[src/rtl/wdog_pkg.sv]
package wdog_pkg;
  // word offsets (byte address bits 3:2)
  localparam logic [1:0] OFS_CTRL   = 2'd0;
  localparam logic [1:0] OFS_RELOAD = 2'd1;
  localparam logic [1:0] OFS_COUNT  = 2'd2;
  localparam logic [1:0] OFS_CLEAR  = 2'd3;

  // control word bit positions
  localparam int CB_RST_EN  = 0;
  localparam int CB_INT_EN  = 2;
  localparam int CB_DIV_LO  = 3;
  localparam int CB_RUN     = 5;
  localparam int CB_PRE_LO  = 8;
  localparam int CB_DBG_MSK = 16;

  typedef struct packed {
    logic       dbg_msk;
    logic [7:0] presc;
    logic       run;
    logic [1:0] div_sel;
    logic       int_en;
    logic       rst_en;
  } wdog_ctrl_t;
endpackage

[src/rtl/wdog_regs.sv]
module wdog_regs
  import wdog_pkg::*;
#(
  parameter int CW = 16,
  parameter int AW = 4,
  parameter int DW = 32,
  parameter logic [CW-1:0] RST_RELOAD = 16'h8000
) (
  input  logic          clk,
  input  logic          rst_n,
  input  logic          we,
  input  logic [AW-1:0] addr,
  input  logic [DW-1:0] wdata,
  input  logic [CW-1:0] cnt_val,
  output wdog_ctrl_t    ctrl,
  output logic [CW-1:0] reload,
  output logic          cnt_wr,
  output logic          clr_wr,
  output logic [DW-1:0] rdata
);
  logic [1:0]  word;
  logic        ctrl_wr, reld_wr;
  wdog_ctrl_t  ctrl_d;
  logic [CW-1:0] reload_d;

  assign word    = addr[3:2];
  assign ctrl_wr = we && (word == OFS_CTRL);
  assign reld_wr = we && (word == OFS_RELOAD);
  assign cnt_wr  = we && (word == OFS_COUNT);
  assign clr_wr  = we && (word == OFS_CLEAR);

  always_comb begin
    ctrl_d   = ctrl;
    reload_d = reload;
    if (ctrl_wr) begin
      ctrl_d.rst_en  = wdata[CB_RST_EN];
      ctrl_d.int_en  = wdata[CB_INT_EN];
      ctrl_d.div_sel = wdata[CB_DIV_LO +: 2];
      ctrl_d.run     = wdata[CB_RUN];
      ctrl_d.presc   = wdata[CB_PRE_LO +: 8];
      ctrl_d.dbg_msk = wdata[CB_DBG_MSK];
    end
    if (reld_wr) reload_d = wdata[CW-1:0];
  end

  always_ff @(posedge clk or negedge rst_n) begin
    if (!rst_n) begin
      ctrl.rst_en  <= 1'b1;
      ctrl.int_en  <= 1'b0;
      ctrl.div_sel <= 2'd3;
      ctrl.run     <= 1'b1;
      ctrl.presc   <= 8'h80;
      ctrl.dbg_msk <= 1'b0;
      reload       <= RST_RELOAD;
    end else begin
      ctrl   <= ctrl_d;
      reload <= reload_d;
    end
  end

  always_comb begin
    rdata = '0;
    unique case (word)
      OFS_CTRL: begin
        rdata[CB_RST_EN]        = ctrl.rst_en;
        rdata[CB_INT_EN]        = ctrl.int_en;
        rdata[CB_DIV_LO +: 2]   = ctrl.div_sel;
        rdata[CB_RUN]           = ctrl.run;
        rdata[CB_PRE_LO +: 8]   = ctrl.presc;
        rdata[CB_DBG_MSK]       = ctrl.dbg_msk;
      end
      OFS_RELOAD: rdata[CW-1:0] = reload;
      OFS_COUNT:  rdata[CW-1:0] = cnt_val;
      default:    rdata = '0;
    endcase
  end
endmodule

[src/rtl/wdog_tick.sv]
module wdog_tick #(
  parameter int PW     = 8,
  parameter int DIV_LG = 4,
  parameter int NSEL   = 4
) (
  input  logic                    clk,
  input  logic                    rst_n,
  input  logic                    run,
  input  logic                    restart,
  input  logic [PW-1:0]           presc,
  input  logic [$clog2(NSEL)-1:0] div_sel,
  output logic                    tick
);
  localparam int DCW = DIV_LG + NSEL - 1;

  logic [PW-1:0]  pcnt, pcnt_d;
  logic [DCW-1:0] dcnt, dcnt_d;
  logic [DCW-1:0] lim_tab [NSEL];
  logic [DCW-1:0] dlim;
  logic           pre_hit;

  for (genvar g = 0; g < NSEL; g++) begin : g_lim
    assign lim_tab[g] = DCW'((1 << (DIV_LG + g)) - 1);
  end

  assign dlim    = lim_tab[div_sel];
  assign pre_hit = run && (pcnt >= presc);
  assign tick    = pre_hit && (dcnt >= dlim);

  always_comb begin
    pcnt_d = pcnt;
    dcnt_d = dcnt;
    if (restart) begin
      pcnt_d = '0;
      dcnt_d = '0;
    end else if (run) begin
      if (pre_hit) begin
        pcnt_d = '0;
        dcnt_d = tick ? '0 : dcnt + 1'b1;
      end else begin
        pcnt_d = pcnt + 1'b1;
      end
    end
  end

  always_ff @(posedge clk or negedge rst_n) begin
    if (!rst_n) begin
      pcnt <= '0;
      dcnt <= '0;
    end else begin
      pcnt <= pcnt_d;
      dcnt <= dcnt_d;
    end
  end
endmodule

[src/rtl/wdog_core.sv]
module wdog_core #(
  parameter int CW    = 16,
  parameter int PULSE = 128,
  parameter logic [CW-1:0] RST_COUNT = 16'h8000
) (
  input  logic          clk,
  input  logic          rst_n,
  input  logic          tick,
  input  logic          cnt_wr,
  input  logic [CW-1:0] cnt_wdata,
  input  logic [CW-1:0] reload,
  input  logic          int_en,
  input  logic          rst_en,
  input  logic          clr_wr,
  input  logic          out_mask,
  output logic [CW-1:0] cnt,
  output logic          expire,
  output logic          irq_pend,
  output logic          pulse_act,
  output logic          irq,
  output logic          rst_req
);
  localparam int PLW = (PULSE > 1) ? $clog2(PULSE) : 1;

  logic [CW-1:0]  cnt_d;
  logic           pend_d, act_d;
  logic [PLW-1:0] plen, plen_d;

  assign expire = tick && !cnt_wr && (cnt == '0);

  always_comb begin
    cnt_d = cnt;
    if (cnt_wr)       cnt_d = cnt_wdata;
    else if (expire)  cnt_d = reload;
    else if (tick)    cnt_d = cnt - 1'b1;
  end

  always_comb begin
    pend_d = irq_pend;
    if (expire && int_en) pend_d = 1'b1;
    else if (clr_wr)      pend_d = 1'b0;
  end

  always_comb begin
    act_d  = pulse_act;
    plen_d = plen;
    if (expire && rst_en) begin
      act_d  = 1'b1;
      plen_d = PLW'(PULSE - 1);
    end else if (pulse_act) begin
      if (plen == '0) act_d = 1'b0;
      else            plen_d = plen - 1'b1;
    end
  end

  always_ff @(posedge clk or negedge rst_n) begin
    if (!rst_n) begin
      cnt       <= RST_COUNT;
      irq_pend  <= 1'b0;
      pulse_act <= 1'b0;
      plen      <= '0;
    end else begin
      cnt       <= cnt_d;
      irq_pend  <= pend_d;
      pulse_act <= act_d;
      plen      <= plen_d;
    end
  end

  assign irq     = irq_pend  && !out_mask;
  assign rst_req = pulse_act && !out_mask;
endmodule

[src/rtl/wdog_timer.sv]
module wdog_timer
  import wdog_pkg::*;
#(
  parameter int CW    = 16,
  parameter int AW    = 4,
  parameter int DW    = 32,
  parameter int PULSE = 128
) (
  input  logic          clk,
  input  logic          rst_n,
  input  logic          bus_we,
  input  logic [AW-1:0] bus_addr,
  input  logic [DW-1:0] bus_wdata,
  output logic [DW-1:0] bus_rdata,
  input  logic          dbg_ack,
  output logic          irq,
  output logic          rst_req
);
  localparam logic [CW-1:0] INIT_VAL = CW'(1 << (CW - 1));

  wdog_ctrl_t    ctrl;
  logic [CW-1:0] reload, cnt;
  logic          cnt_wr, clr_wr, tick, expire, irq_pend, pulse_act, out_mask;

  assign out_mask = ctrl.dbg_msk && dbg_ack;

  wdog_regs #(.CW(CW), .AW(AW), .DW(DW), .RST_RELOAD(INIT_VAL)) u_regs (
    .clk(clk), .rst_n(rst_n), .we(bus_we), .addr(bus_addr),
    .wdata(bus_wdata), .cnt_val(cnt), .ctrl(ctrl), .reload(reload),
    .cnt_wr(cnt_wr), .clr_wr(clr_wr), .rdata(bus_rdata)
  );

  wdog_tick #(.PW(8), .DIV_LG(4), .NSEL(4)) u_tick (
    .clk(clk), .rst_n(rst_n), .run(ctrl.run), .restart(cnt_wr),
    .presc(ctrl.presc), .div_sel(ctrl.div_sel), .tick(tick)
  );

  wdog_core #(.CW(CW), .PULSE(PULSE), .RST_COUNT(INIT_VAL)) u_core (
    .clk(clk), .rst_n(rst_n), .tick(tick), .cnt_wr(cnt_wr),
    .cnt_wdata(bus_wdata[CW-1:0]), .reload(reload),
    .int_en(ctrl.int_en), .rst_en(ctrl.rst_en), .clr_wr(clr_wr),
    .out_mask(out_mask), .cnt(cnt), .expire(expire),
    .irq_pend(irq_pend), .pulse_act(pulse_act), .irq(irq), .rst_req(rst_req)
  );
endmodule

[config.mk]
export PLATFORM = sky130hd
export DESIGN_NAME = wdog_timer
export DESIGN_NICKNAME = d
export VERILOG_FILES = /design/src/rtl/wdog_pkg.sv /design/src/rtl/wdog_regs.sv /design/src/rtl/wdog_tick.sv /design/src/rtl/wdog_core.sv /design/src/rtl/wdog_timer.sv
export SDC_FILE = /design/constraint.sdc
export NUM_CORES = 1
export LEC_CHECK = 0
export BUFFER_PORTS_ARGS = -buffer_cell sky130_fd_sc_hd__buf_2
export CAP_MARGIN = 20
export CORE_MARGIN = 5
export CORE_UTILIZATION = 30
export CTS_BUF_LIST = sky130_fd_sc_hd__clkbuf_2 sky130_fd_sc_hd__clkbuf_4 sky130_fd_sc_hd__clkbuf_8
export DETAILED_ROUTE_END_ITERATION = 8
export MAX_ROUTING_LAYER = met4
export PLACE_DENSITY = 0.59
export SLEW_MARGIN = 30
export SYNTH_ARGS = -nofsm -noshare
export SYNTH_HDL_FRONTEND = slang
export SYNTH_SLANG_ARGS = --single-unit
[constraint.sdc]
create_clock -name clk -period 7.6 [get_ports clk]
set_clock_uncertainty 0.05 [all_clocks]
set_input_delay 0 -clock clk [delete_from_list [all_inputs] [get_ports clk]]
set_output_delay 0 -clock clk [all_outputs]
set_load 0.02 [all_outputs]
==> results of run 1 <==
==> cell usage after synthesis (3+ instances only) <==
cell type | count | area share (%)
sky130_fd_sc_hd__xor2_1 | 11 | 2.3
sky130_fd_sc_hd__nand3_1 | 20 | 2.4
sky130_fd_sc_hd__o31ai_1 | 3 | 0.53
sky130_fd_sc_hd__nand2_1 | 43 | 3.8
sky130_fd_sc_hd__nor4_1 | 3 | 0.44
sky130_fd_sc_hd__dfstp_2 | 7 | 4.3
sky130_fd_sc_hd__nor2b_1 | 3 | 0.44
sky130_fd_sc_hd__nor3_1 | 11 | 1.3
sky130_fd_sc_hd__o211ai_2 | 3 | 0.88
sky130_fd_sc_hd__and3_1 | 7 | 1.0
sky130_fd_sc_hd__a222oi_1 | 13 | 3.1
sky130_fd_sc_hd__a21oi_1 | 18 | 2.1
sky130_fd_sc_hd__and2_1 | 3 | 0.44
sky130_fd_sc_hd__nor2_1 | 46 | 4.1
sky130_fd_sc_hd__inv_1 | 16 | 1.4
sky130_fd_sc_hd__o211ai_1 | 5 | 0.88
sky130_fd_sc_hd__xnor2_1 | 6 | 1.2
sky130_fd_sc_hd__buf_4 | 16 | 2.8
sky130_fd_sc_hd__o21ai_0 | 15 | 1.8
sky130_fd_sc_hd__or3_1 | 3 | 0.44
sky130_fd_sc_hd__nand4b_1 | 5 | 1.0
sky130_fd_sc_hd__or4_1 | 9 | 1.6
sky130_fd_sc_hd__mux2_2 | 30 | 7.9
sky130_fd_sc_hd__clkbuf_1 | 14 | 1.2
sky130_fd_sc_hd__dfrtp_1 | 63 | 37
sky130_fd_sc_hd__ha_1 | 21 | 6.2
sky130_fd_sc_hd__a31oi_1 | 11 | 1.6
sky130_fd_sc_hd__nand4_1 | 4 | 0.59
sky130_fd_sc_hd__a22oi_1 | 3 | 0.53
==> kinds of logic after synthesis <==
kind of cell    count (synthesis)  share of synthesized area (%)
compound gates                 87                           14.5
xor+xnor                       17                           3.50
fa+ha+maj                      21                           6.18
buf+inv                        52                           6.50
flops                          70                           41.4
mux                            32                           8.41
other cells                     1                         0.0882
simple gates                  165                           19.4
==> final cells by class <==
class / count / area, µm² / area share (%)
clock inverter: 5 / 52.6 / 1.07
sequential: 70 / 1760 / 35.8
tap: 180 / 225 / 4.58
multi-input combinational: 337 / 2270 / 46.2
timing repair buffer: 62 / 414 / 8.42
inverter: 17 / 63.8 / 1.30
clock buffer: 10 / 131 / 2.67
==> repair_timing <==
item,4_1_cts,5_1_grt
endpoints found under the hold margin,110,0
hold buffers,19,0
resized for setup,0,0
==> cell usage in the layout, fill, tap and decap left out, types with 4 or more instances in the layout <==
cell                            synthesis  final
sky130_fd_sc_hd__dfrtp_1               63     63
sky130_fd_sc_hd__nor2_1                46     46
sky130_fd_sc_hd__nand2_1               43     42
sky130_fd_sc_hd__buf_2                  2     41
sky130_fd_sc_hd__mux2_2                30     30
sky130_fd_sc_hd__ha_1                  21     21
sky130_fd_sc_hd__nand3_1               20     20
sky130_fd_sc_hd__dlygate4sd3_1          0     19
sky130_fd_sc_hd__a21oi_1               18     18
sky130_fd_sc_hd__inv_1                 16     16
sky130_fd_sc_hd__o21ai_0               15     15
sky130_fd_sc_hd__conb_1                 1     15
sky130_fd_sc_hd__a222oi_1              13     13
sky130_fd_sc_hd__nor3_1                11     11
sky130_fd_sc_hd__a31oi_1               11     11
sky130_fd_sc_hd__xor2_1                11     11
sky130_fd_sc_hd__or4_1                  9      9
sky130_fd_sc_hd__clkbuf_8               0      9
sky130_fd_sc_hd__and3_1                 7      7
sky130_fd_sc_hd__dfstp_2                7      7
sky130_fd_sc_hd__xnor2_1                6      6
sky130_fd_sc_hd__nand4b_1               5      5
sky130_fd_sc_hd__o211ai_1               5      5
sky130_fd_sc_hd__nand4_1                4      4
==> flip-flops by register name, summed over array words and instances (netlist names) <==
name              flops
u_tick.pcnt           8
u_regs.reload        16
u_core.plen           7
u_core.irq_pend       1
u_core.cnt           16
u_core.pulse_act      1
u_tick.dcnt           7
u_regs.ctrl          14
==> worst max-delay path: cells and delay by family, from the launching register on <==
kind	cells	cell delay, ns
compound gates	2	0.63
fa+ha+maj	1	0.31
buf+inv	1	0.06
flops	1	0.55
simple gates	3	1.57
==> metrics by stage <==
stage               area, µm²  setup WS [ns]  cells  utilization (%)
floorplan                4310           5.20    459                -
global placement         4540           4.41    647             32.7
detailed placement       4540           4.37    647             32.7
CTS                      4920           4.35    681             35.4
global route             4920           4.13    681             35.4
finish                   4920           4.35    681             35.4
==> per-layer routing <==
| metal | share of wire [%] | GRT usage, % | vias up |
|---|---|---|---|
| li1 | - | - | 1689 |
| met1 | 47 | 18.7 | 1743 |
| met2 | 47 | 21.2 | 98 |
| met3 | 5.2 | 3.63 | 6 |
| met4 | 0.66 | 3.09 | 0 |
| met5 | 0 | - | - |
==> worst paths after layout <==
check	depth (start not counted)	from	end
min in group asynchronous	3	rst_n	u_regs.reload[11]
max in group asynchronous	3	rst_n	u_tick.dcnt[0]
worst min-delay path	5	bus_addr[3]	u_core.irq_pend
worst min register to register	2	u_core.plen[1]	u_core.plen[1]
worst max-delay path	7	u_regs.ctrl[12]	u_core.cnt[8]
worst max register to register	7	u_regs.ctrl[12]	u_core.cnt[8]
==> where the power goes <==
part           internal (mW)  leakage (nW)  switching [mW]
Combinational          0.137          1.23           0.184
Sequential             0.441         0.829          0.0762
Clock                  0.152        0.0953           0.144
Total                  0.729          2.15           0.404
==> results, run 1 <==
- Across the run, the number of max-cap violations was 0.
- The number of H-tree branching levels is 3.
- The width of the die is 129 µm.
- The run finished with clean final reports.
- The routed length per instance is 16.0 µm.
- After clock tree synthesis, the clock-pin slew on the worst setup and hold paths is 0.07 ns.
- The tree is rooted in a sky130_fd_sc_hd__clkbuf_8.
- At the pin with the least slew margin, the transition time is 0.866 ns.
- After floorplanning, the core was divided into 43 placement rows.
- The layout filler cell count is 1452.
- 74 I/O pins were placed.
- STA puts the critical path data required time at 7.83 ns.
- The class of the most critical hold timing path is input pin to register.
- The number of antenna violations at the first check in global routing is 0.
- The number of buffers inserted by port buffering is 41.
- The total routing resource utilization after global routing is 13.9%.
- The routed via count divided by cell count is 5.19.
- The post-CTS repair timing setup buffer count is 0.
- The first detailed-routing pass took 6 iterations.
- The pin count of the biggest net entering global routing is 71.
- The CTS tree is done.
- Based on the critical path, the design can be clocked at up to 0.308 GHz.
- The peak fanout along the critical path is 20.
- The clock passes through at most 2 buffers.
- Summing internal, switching and leakage power gives 1.13 mW.
- Setup violations remaining at the end of the flow were counted as 0.
- The synthesis warning total is 0.
- The flip-flop cell with the highest count after synthesis is sky130_fd_sc_hd__dfrtp_1.
- Cells with a size suffix above 1 make up 21.0% of the layout.
- The number of clock buffers added by TritonCTS is 9.
- The final period demand of the worst path is 3.25 ns.
- The routability congestion estimate is 0.811.
- The critical path goes through inv_1 > ha_1 > nand3_1 > a31oi_2 > nand3_1 > or4_1 > a31oi_1.
- The number of enable-type register cells in the synthesized netlist is 0.
- The delay of the slowest cell on the worst path is 0.74 ns.
- Setup repair after global routing left no endpoint under its margin.
- The maximum resistive drop on vdd is 0.000167 V.
- By startpoint and endpoint, the worst setup path is classified as register to register.
- The initial DRC count is 285.
- In this run the tightest slew margin relative to its limit is 42.1%.
- The DRC violation count after routing is 0.
- The via count of the routed design is 3536.
- The cell type with the highest occurrence count on the critical path is sky130_fd_sc_hd__nand3_1.
- The launching element type of the critical path is a register.
- The total congestion overflow after global routing is 0.
- The initial utilization of the core area, before any placement, comes to 30.6%.
- The number of cells produced by synthesis is 445.
- The height of the die is 129 µm.
- The critical path's slowest cell is sky130_fd_sc_hd__or4_1.
- The worst setup path is captured at a register.
- The mean post-synth cell area is 9.56 µm².
- The worst register-to-register path has a setup slack of 4.35 ns.
- The count of nets left with antenna violations once routing finished came out at 0.
- The worst hold margin is 0.0778 ns.
- The synthesis-stage register bit count is 70.
- The max-slew violation total from the final report is 0.
- The final-report hold violation count is 0.
- At the later pin of the worst-skew pair, clock insertion delay measures 0.36 ns.
- At the end of the flow, the number of nets in the layout was 558.
- The wire length of the first global-routing pass is 18000 µm.
- The number of global-route vias before repair is 3492.
- Detailed placement finished with a half-perimeter wire length of 7420 µm.
- The final clock period utilization by the worst path is 42.7%.
- After routing, the total negative slack on setup checks comes to 0 ns.
- The clock drives 70 sinks.
- For this design the static power due to leakage is 2.15 nW.
- 0 antenna diodes ended up in the layout.
- After floorplanning, the core was sized to cover 13900 µm².
- The sequential fraction of the synthesis area is 41.4%.
- The layout-stage area growth over the synthesis result is 15.6%.
- Summed over all layers, the routed wires come to 10900 µm.
- The mapped cell area is 4250 µm².
- In this run the power density over the cells is 230 nW/µm².
- The floorplan die area is 16700 µm².
- In the synthesized netlist the async set-or-reset flop fraction comes to 100%.
- The synthesized netlist contains 56 unique library cells.
- The data arrival time of the worst path is 3.48 ns.
Power figures use the tool's default switching activity.
==> inputs of run 2 (changes only) <==
ABC_AREA = 1   (was default)
clock period = 3.16 ns   (was 7.6 ns; I/O delays follow)
==> results, run 2 <==
- The largest registers in the layout are u_core.cnt x16, u_regs.reload x16, u_regs.ctrl x14.
- The area occupied by multi-input gates is 2320 µm².
- The remaining max-slew budget at the tightest pin is 60.9%.
- The via count of the routed design is 4068.
- The height of the die is 134 µm.
- After layout, the minimum clock period comes to 2.41 ns.
- The count of nets left with antenna violations once routing finished came out at 0.
- The number of antenna violations at the first check in global routing is 0.
- The wire length of the first global-routing pass is 20000 µm.
- In this run the number of H-tree levels came out at 3.
- After detailed routing, the number of remaining DRC violations is 0.
- The count of antenna diodes in the layout is 0.
- The initial DRC count is 271.
- Detailed placement finished with a half-perimeter wire length of 8970 µm.
- The number of buffers inserted by port buffering is 41.
- Setup violations remaining at the end of the flow were counted as 0.
- The class of the most critical hold timing path is input pin to register.
- The post-synthesis cell type with the largest combined area is sky130_fd_sc_hd__dfrtp_1.
- After routing the design area is 5360 µm².
- The filler cells instantiated in the layout total 1630.
- After synthesis the netlist holds a flip-flop and latch count of 70.
- The die covers 18000 µm².
- The root buffer selected by CTS is sky130_fd_sc_hd__clkbuf_8.
- Synthesis handed over a netlist of 647 instances.
- The number of enable-type register cells in the synthesized netlist is 0.
- Together, buffers and inverters on the worst path number 2.
- The worst path uses 76.2% of the clock period.
- The number of gates resized after cts is 0.
- In this run the post-CTS setup repair buffer count came out at 0.
- The routed wire length is 12000 µm.
- By instance count, the cell type seen most on the critical path is sky130_fd_sc_hd__nand2_1.
- The CTS buffer count is 9.
- The number of clock sinks is 70.
- The first detailed-routing pass took 4 iterations.
- The initial standard-cell utilization of the core is 30.5%.
- IR analysis of the VDD net gives a maximum drop of 0.000208 V.
- Setup repair after global routing left no endpoint under its margin.
- The mean post-synth cell area is 7.15 µm².
- For this design the static power due to leakage is 2.85 nW.
- The post-CTS clock slew at the launch and capture registers of the worst setup and hold paths is 0.08 ns.
- The launching element type of the critical path is a register.
- In the post-route analysis, the smallest setup slack over all paths is 0.752 ns.
- The area taken by flip-flops and latches is 1760 µm².
- The run finished with clean final reports.
- Traced cell by cell, the critical path runs through inv_1 > ha_1 > a21o_1 > nor2_1 > nand2_1 > nand2_1 > nand2_1 > inv_1 > nand2_1 > o21ai_0.
- The most common cell after layout, fill and taps aside is sky130_fd_sc_hd__nand2_1.
- The largest individual stage delay along the critical path comes from the cell sky130_fd_sc_hd__dfstp_2.
- The cell class contributing the biggest share of worst-path delay is simple AND/OR/NAND/NOR gates.
- The completed layout was analyzed and its total power is 2.57 mW.
- The worst hold margin is 0.0210 ns.
- The clock insertion delay at the later pin of the skew report is 0.37 ns.
- The top-area cell type share of the netlist area is 34.1%.
- In the final routed layout, each cell accounts on average for 13.3 µm.
- The longest clock path from root to sink contains 2 buffers.
- The highest achievable clock rate is 0.415 GHz.
- The final total negative setup slack is 0 ns.
- The worst setup path is of the register to register kind.
- The async set-reset flop share out of synthesis is 100%.
- The peak fanout along the critical path is 14.
- The number of max-capacitance violations reported is 0.
- Once placement finished, the instance area stood at 5000 µm².
- In this run the core area contains 45 standard-cell rows.
- The CTS tree is done.
- After detailed routing, the number of vias per cell comes to 4.50.
- The width of the die is 134 µm.
- In this run the standard cell core region covers 15100 µm².
- The total congestion overflow after global routing is 0.
- The number of global-route vias before repair is 3893.
- In the synthesized netlist, the cells that appear most often are sky130_fd_sc_hd__nand2_1, sky130_fd_sc_hd__inv_1, sky130_fd_sc_hd__dfrtp_1.
- The total routing resource utilization after global routing is 14.5%.
- The max-slew violation total from the final report is 0.
- The count of different cell masters after synthesis is 39.
- During synthesis, Yosys emitted a total of 0 warnings.
- The count of hold-fix buffers inserted at cts is 19.
- For this run, the register share of the synthesized area comes to 38.1%.
- The sort of element at the end of the critical path is a register.
- For the worst setup path, the data arrival time is 2.65 ns.
- In the layout the commonest cells are sky130_fd_sc_hd__nand2_1, sky130_fd_sc_hd__inv_1, sky130_fd_sc_hd__dfrtp_1.
- At the end of routability-driven placement, the weighted congestion stood at 0.823.
- The pin count of the biggest net entering global routing is 32.
- The worst endpoint required time is 3.40 ns.
- In the synthesized netlist the dominant register cell turns out to be sky130_fd_sc_hd__dfrtp_1.
- In this run the power density over the cells is 480 nW/µm².
- The final-report hold violation count is 0.
- 74 I/O pins were placed.
- The layout-stage area growth over the synthesis result is 15.9%.
- In the post-synthesis netlist, the cell with the most instances is sky130_fd_sc_hd__nand2_1.
- By area the synthesized netlist is led by sky130_fd_sc_hd__dfrtp_1, sky130_fd_sc_hd__nand2_1, sky130_fd_sc_hd__inv_1.
- The slew at the pin closest to its max-slew limit is 0.586 ns.
- The mapped cell area is 4620 µm².
- The fraction of layout cells with a size suffix above 1 is 13.3%.
- Prior to clock tree synthesis, the placed netlist has a worst setup slack of 0.689 ns.
- The delay of the slowest cell on the worst path is 0.55 ns.
- The count of nets after finishing is 771.
run 2: routing by layer:
| layer | vias to the layer above | global-route usage [%] | share of wire, % |
|---|---|---|---|
| li1 | 2117 | - | - |
| met1 | 1852 | 19.3 | 49 |
| met2 | 82 | 22.5 | 45 |
| met3 | 17 | 2.74 | 4.6 |
| met4 | 0 | 4.36 | 1.6 |
| met5 | - | - | 0 |
run 2: worst paths after layout:
path,start,end,slack (ns),cells after the start
setup / recovery,u_regs.ctrl[12],u_tick.pcnt[7],0.75,10
hold / removal,bus_addr[3],u_core.irq_pend,0.02,5
setup reg to reg,u_regs.ctrl[12],u_tick.pcnt[7],0.75,10
hold reg to reg,u_core.plen[0],u_core.plen[0],0.45,2
max in group asynchronous,rst_n,u_regs.ctrl[12],2.12,3
min in group asynchronous,rst_n,u_core.plen[2],0.11,2
run 2: tightest hold or removal path, stage by stage:
cell	delay, ns
sky130_fd_sc_hd__buf_2	0.11
sky130_fd_sc_hd__ha_1	0.15
sky130_fd_sc_hd__nand2_1	0.05
sky130_fd_sc_hd__nand2_1	0.05
sky130_fd_sc_hd__nand2_1	0.04
run 2: per-stage QoR:
step                utilization, %  instances
CTS                           35.4        903
global placement              33.0        868
detailed placement            33.0        868
finish                        35.4        903
global route                  35.4        903
floorplan                        -        661
run 2: report_power, final:
group / total (mW) / internal, mW / switching (mW) / leakage (nW)
clock network: 0.679 / 0.329 / 0.351 / 0.0918
logic: 0.708 / 0.263 / 0.444 / 1.89
registers: 1.19 / 1.04 / 0.148 / 0.861
run 2: cell type report:
class,count,area share [%]
multi-input combinational,452,43.3
sequential,70,32.8
timing repair buffer,69,8.63
inverter,108,7.56
tap,188,4.39
clock buffer,14,3.01
clock inverter,2,0.233
run 2: logic make-up after synthesis:
| logic type | after synthesis | synth area share [%] |
|---|---|---|
| compound gates | 84 | 9.79 |
| mux | 2 | 0.487 |
| simple gates | 314 | 30.0 |
| buf+inv | 139 | 12.8 |
| other cells | 1 | 0.0811 |
| xor+xnor | 16 | 3.03 |
| fa+ha+maj | 21 | 5.68 |
| flops | 70 | 38.1 |
==> inputs of run 3 (changes only) <==
PLACE_DENSITY = 0.6   (was 0.59)
clock period = 2.2 ns   (was 3.16 ns; I/O delays follow)
==> results, run 3 (synthesis results as in run 2) <==
- The flow ran to the end, and the final reports show no timing, DRC or antenna violations.
- The sequential fraction of design power is 41.3%.
- The share of total power dissipated in combinational logic is 26.7%.
- After detailed routing, the average wire length per cell comes to 13.3 µm.
- The number of antenna violations at the first check in global routing was 0.
- The final antenna-violating net count is 0.
- In the routed design, unresolved DRC markers number 0.
- In this run the static leakage power is 2.95 nW.
- The post-CTS clock slew at the launch and capture registers of the worst setup and hold paths is 0.08 ns.
- The class of the most critical hold timing path is input pin to async pin.
- The repair_antennas step left the layout with diodes totalling 0.
- The number of H-tree branching levels is 3.
- For this run, the share of the core covered by cells in the final layout is 36.9%.
- Along the worst path, the maximum fanout reaches 9.
- The number of global-route vias before repair is 4099.
- The power per unit of standard cell area is 731 nW/µm².
- The launching element type of the critical path is a register.
- In the final layout, the share of cells above drive strength 1 is 15.0%.
- The final clock period utilization by the worst path is 93.9%.
- In this design, the stage delay of the slowest critical-path cell is 0.54 ns.
- In the layout the commonest cells are sky130_fd_sc_hd__nand2_1, sky130_fd_sc_hd__inv_1, sky130_fd_sc_hd__dfrtp_1.
- The wire length of the first global-routing pass is 20600 µm.
- The worst reg2reg path startpoint is u_regs.ctrl[12].
- The cell type with the highest occurrence count on the critical path is sky130_fd_sc_hd__nor2_1.
- Counting along the longest clock path gives a buffer depth of 2.
- STA classifies the critical path endpoint as a register.
- The cell class contributing the biggest share of worst-path delay is simple AND/OR/NAND/NOR gates.
- Once the floorplan was initialized, standard cells occupied 30.5% of the core.
- The tree is rooted in a sky130_fd_sc_hd__clkbuf_8.
- For the worst setup path, the data required time is 2.44 ns.
- The clock insertion delay at the later pin of the skew report is 0.36 ns.
- The maximum resistive drop on vdd is 0.000264 V.
- The number of detailed-routing iterations run before antenna repair is 4.
- The final-report setup violation count is 0.
- The worst setup timing slack at the placement stage is 0.0641 ns.
- The most common cell after layout, fill and taps aside is sky130_fd_sc_hd__nand2_1.
- The start-to-end type of the worst setup path is register to register.
- Detailed placement ended at an HPWL of 9120 µm.
- The routed wire length is 12200 µm.
- Counting cells, the worst reg-to-reg path comes to 11.
- The slew at the pin closest to its max-slew limit is 0.577 ns.
- The critical path's slowest cell is sky130_fd_sc_hd__dfstp_2.
- The pin count of the biggest net entering global routing is 38.
- Walking the worst path, the cells encountered are inv_1 > ha_1 > a21o_1 > nor2_1 > nand2_2 > nand3_4 > nand2_4 > buf_4 > nor2_1 > nand2_1 > o21ai_0.
- The number of clock sinks is 70.
- The width of the die is 134 µm.
- The post-CTS repair timing setup buffer count is 0.
- Summed over all layers, the global routing overflow is 0.
- The floorplan die area is 18000 µm².
- The routability congestion estimate is 0.900.
- Based on the critical path, the design can be clocked at up to 0.484 GHz.
- The total routing resource utilization after global routing is 14.7%.
- The number of placed instances with taps included is 880.
- For the worst setup path, the data arrival time is 2.30 ns.
- The max-slew violation total from the final report came to 0.
- The power spent charging and discharging nets is 1.42 mW.
- Buffers placed on the I/O ports in this run total 41.
- The worst reg-to-reg setup slack is 0.13 ns.
- The count of nets after finishing is 784.
- The detailed router finished its first iteration with 292 violations.
- The internal power of the cells totals 2.66 mW.
- In the final layout, the registers with the most flip-flops are u_core.cnt x16, u_regs.reload x16, u_regs.ctrl x14.
- The final total negative setup slack is 0 ns.
- Of the total power, the share spent switching nets is 34.8%.
- The CTS tree is done.
- The number of core rows is 45.
- The die is 134 µm tall.
- The CTS buffer count is 9.
- During I/O placement, the number of pins put on the boundary was 74.
- The number of max-capacitance violations reported is 0.
- The capture instance of the worst register-to-register path is u_tick.dcnt[4].
- In this run the tightest slew margin relative to its limit is 61.5%.
- The final route contains 4165 vias.
- From synthesis to final layout, the design area changed by 20.8%.
- Per report_power, the clock group accounts for 32.0% of the total.
- The core region is 15100 µm².
- After detailed routing, the number of vias per cell comes to 4.55.
- The final period demand of the worst path is 2.07 ns.
- The worst path buffer plus inverter count is 2.
- The final-report hold violation count was 0.
- The minimum setup slack in the final design is 0.133 ns.
- The count of cells in the finished layout, fillers not included, comes to 916.
-- run 3: area by class of cell --
cell class | count | area [µm²]
Clock inverter | 7 | 121
Inverter | 108 | 408
Tap cell | 188 | 235
Multi-Input combinational cell | 452 | 2330
Clock buffer | 9 | 124
Sequential cell | 70 | 1760
Fill cell | 1608 | 9560
Timing Repair Buffer | 82 | 601
-- run 3: repair_timing --
item                       4_1_cts  5_1_grt
setup endpoints to repair        0       19
hold endpoints to repair       108        0
hold buffers                    20        0
resized for setup                0        4
-- run 3: worst max path at each step --
stage          slack (ns)  depth (start not counted)             end            start
4_1_cts              0.04                         10  u_tick.dcnt[0]  u_regs.ctrl[12]
3_5_place_dp         0.06                         11  u_tick.dcnt[0]   u_regs.ctrl[3]
3_3_place_gp         0.11                         10  u_tick.dcnt[0]  u_regs.ctrl[12]
5_1_grt             -0.01                         11  u_core.plen[0]   u_regs.ctrl[3]
6_report             0.13                         11  u_tick.dcnt[4]  u_regs.ctrl[12]
2_1_floorplan        0.29                         10  u_tick.dcnt[3]  u_regs.ctrl[12]
-- run 3: per-layer routing --
layer | up-vias | global-route usage, % | wire length [µm]
met5 | - | - | 0
met4 | 0 | 4.13 | 201
met3 | 13 | 2.36 | 484
met2 | 73 | 22.9 | 5510
met1 | 1939 | 19.8 | 6030
li1 | 2140 | - | -
-- run 3: power groups by stage --
| stage | Sequential (mW) | Combinational, mW | Clock [mW] |
|---|---|---|---|
| after floorplan | 1.65 | 0.779 | 0 |
| after global placement | 1.71 | 1.05 | 0 |
| after detailed placement | 1.71 | 1.07 | 0 |
| after CTS | 1.69 | 1.10 | 1.34 |
| after global routing | 1.72 | 1.27 | 1.39 |
| final | 1.69 | 1.09 | 1.31 |
-- run 3: per-stage QoR --
step / power [mW] / hold slack (ns) / cell area, µm²
floorplan: 2.43 / -0.346 / 4680
detailed placement: 2.78 / -0.130 / 5120
global route: 4.38 / 0.0494 / 5580
global placement: 2.75 / -0.130 / 5120
CTS: 4.13 / 0.0219 / 5570
finish: 4.08 / 0.0241 / 5580
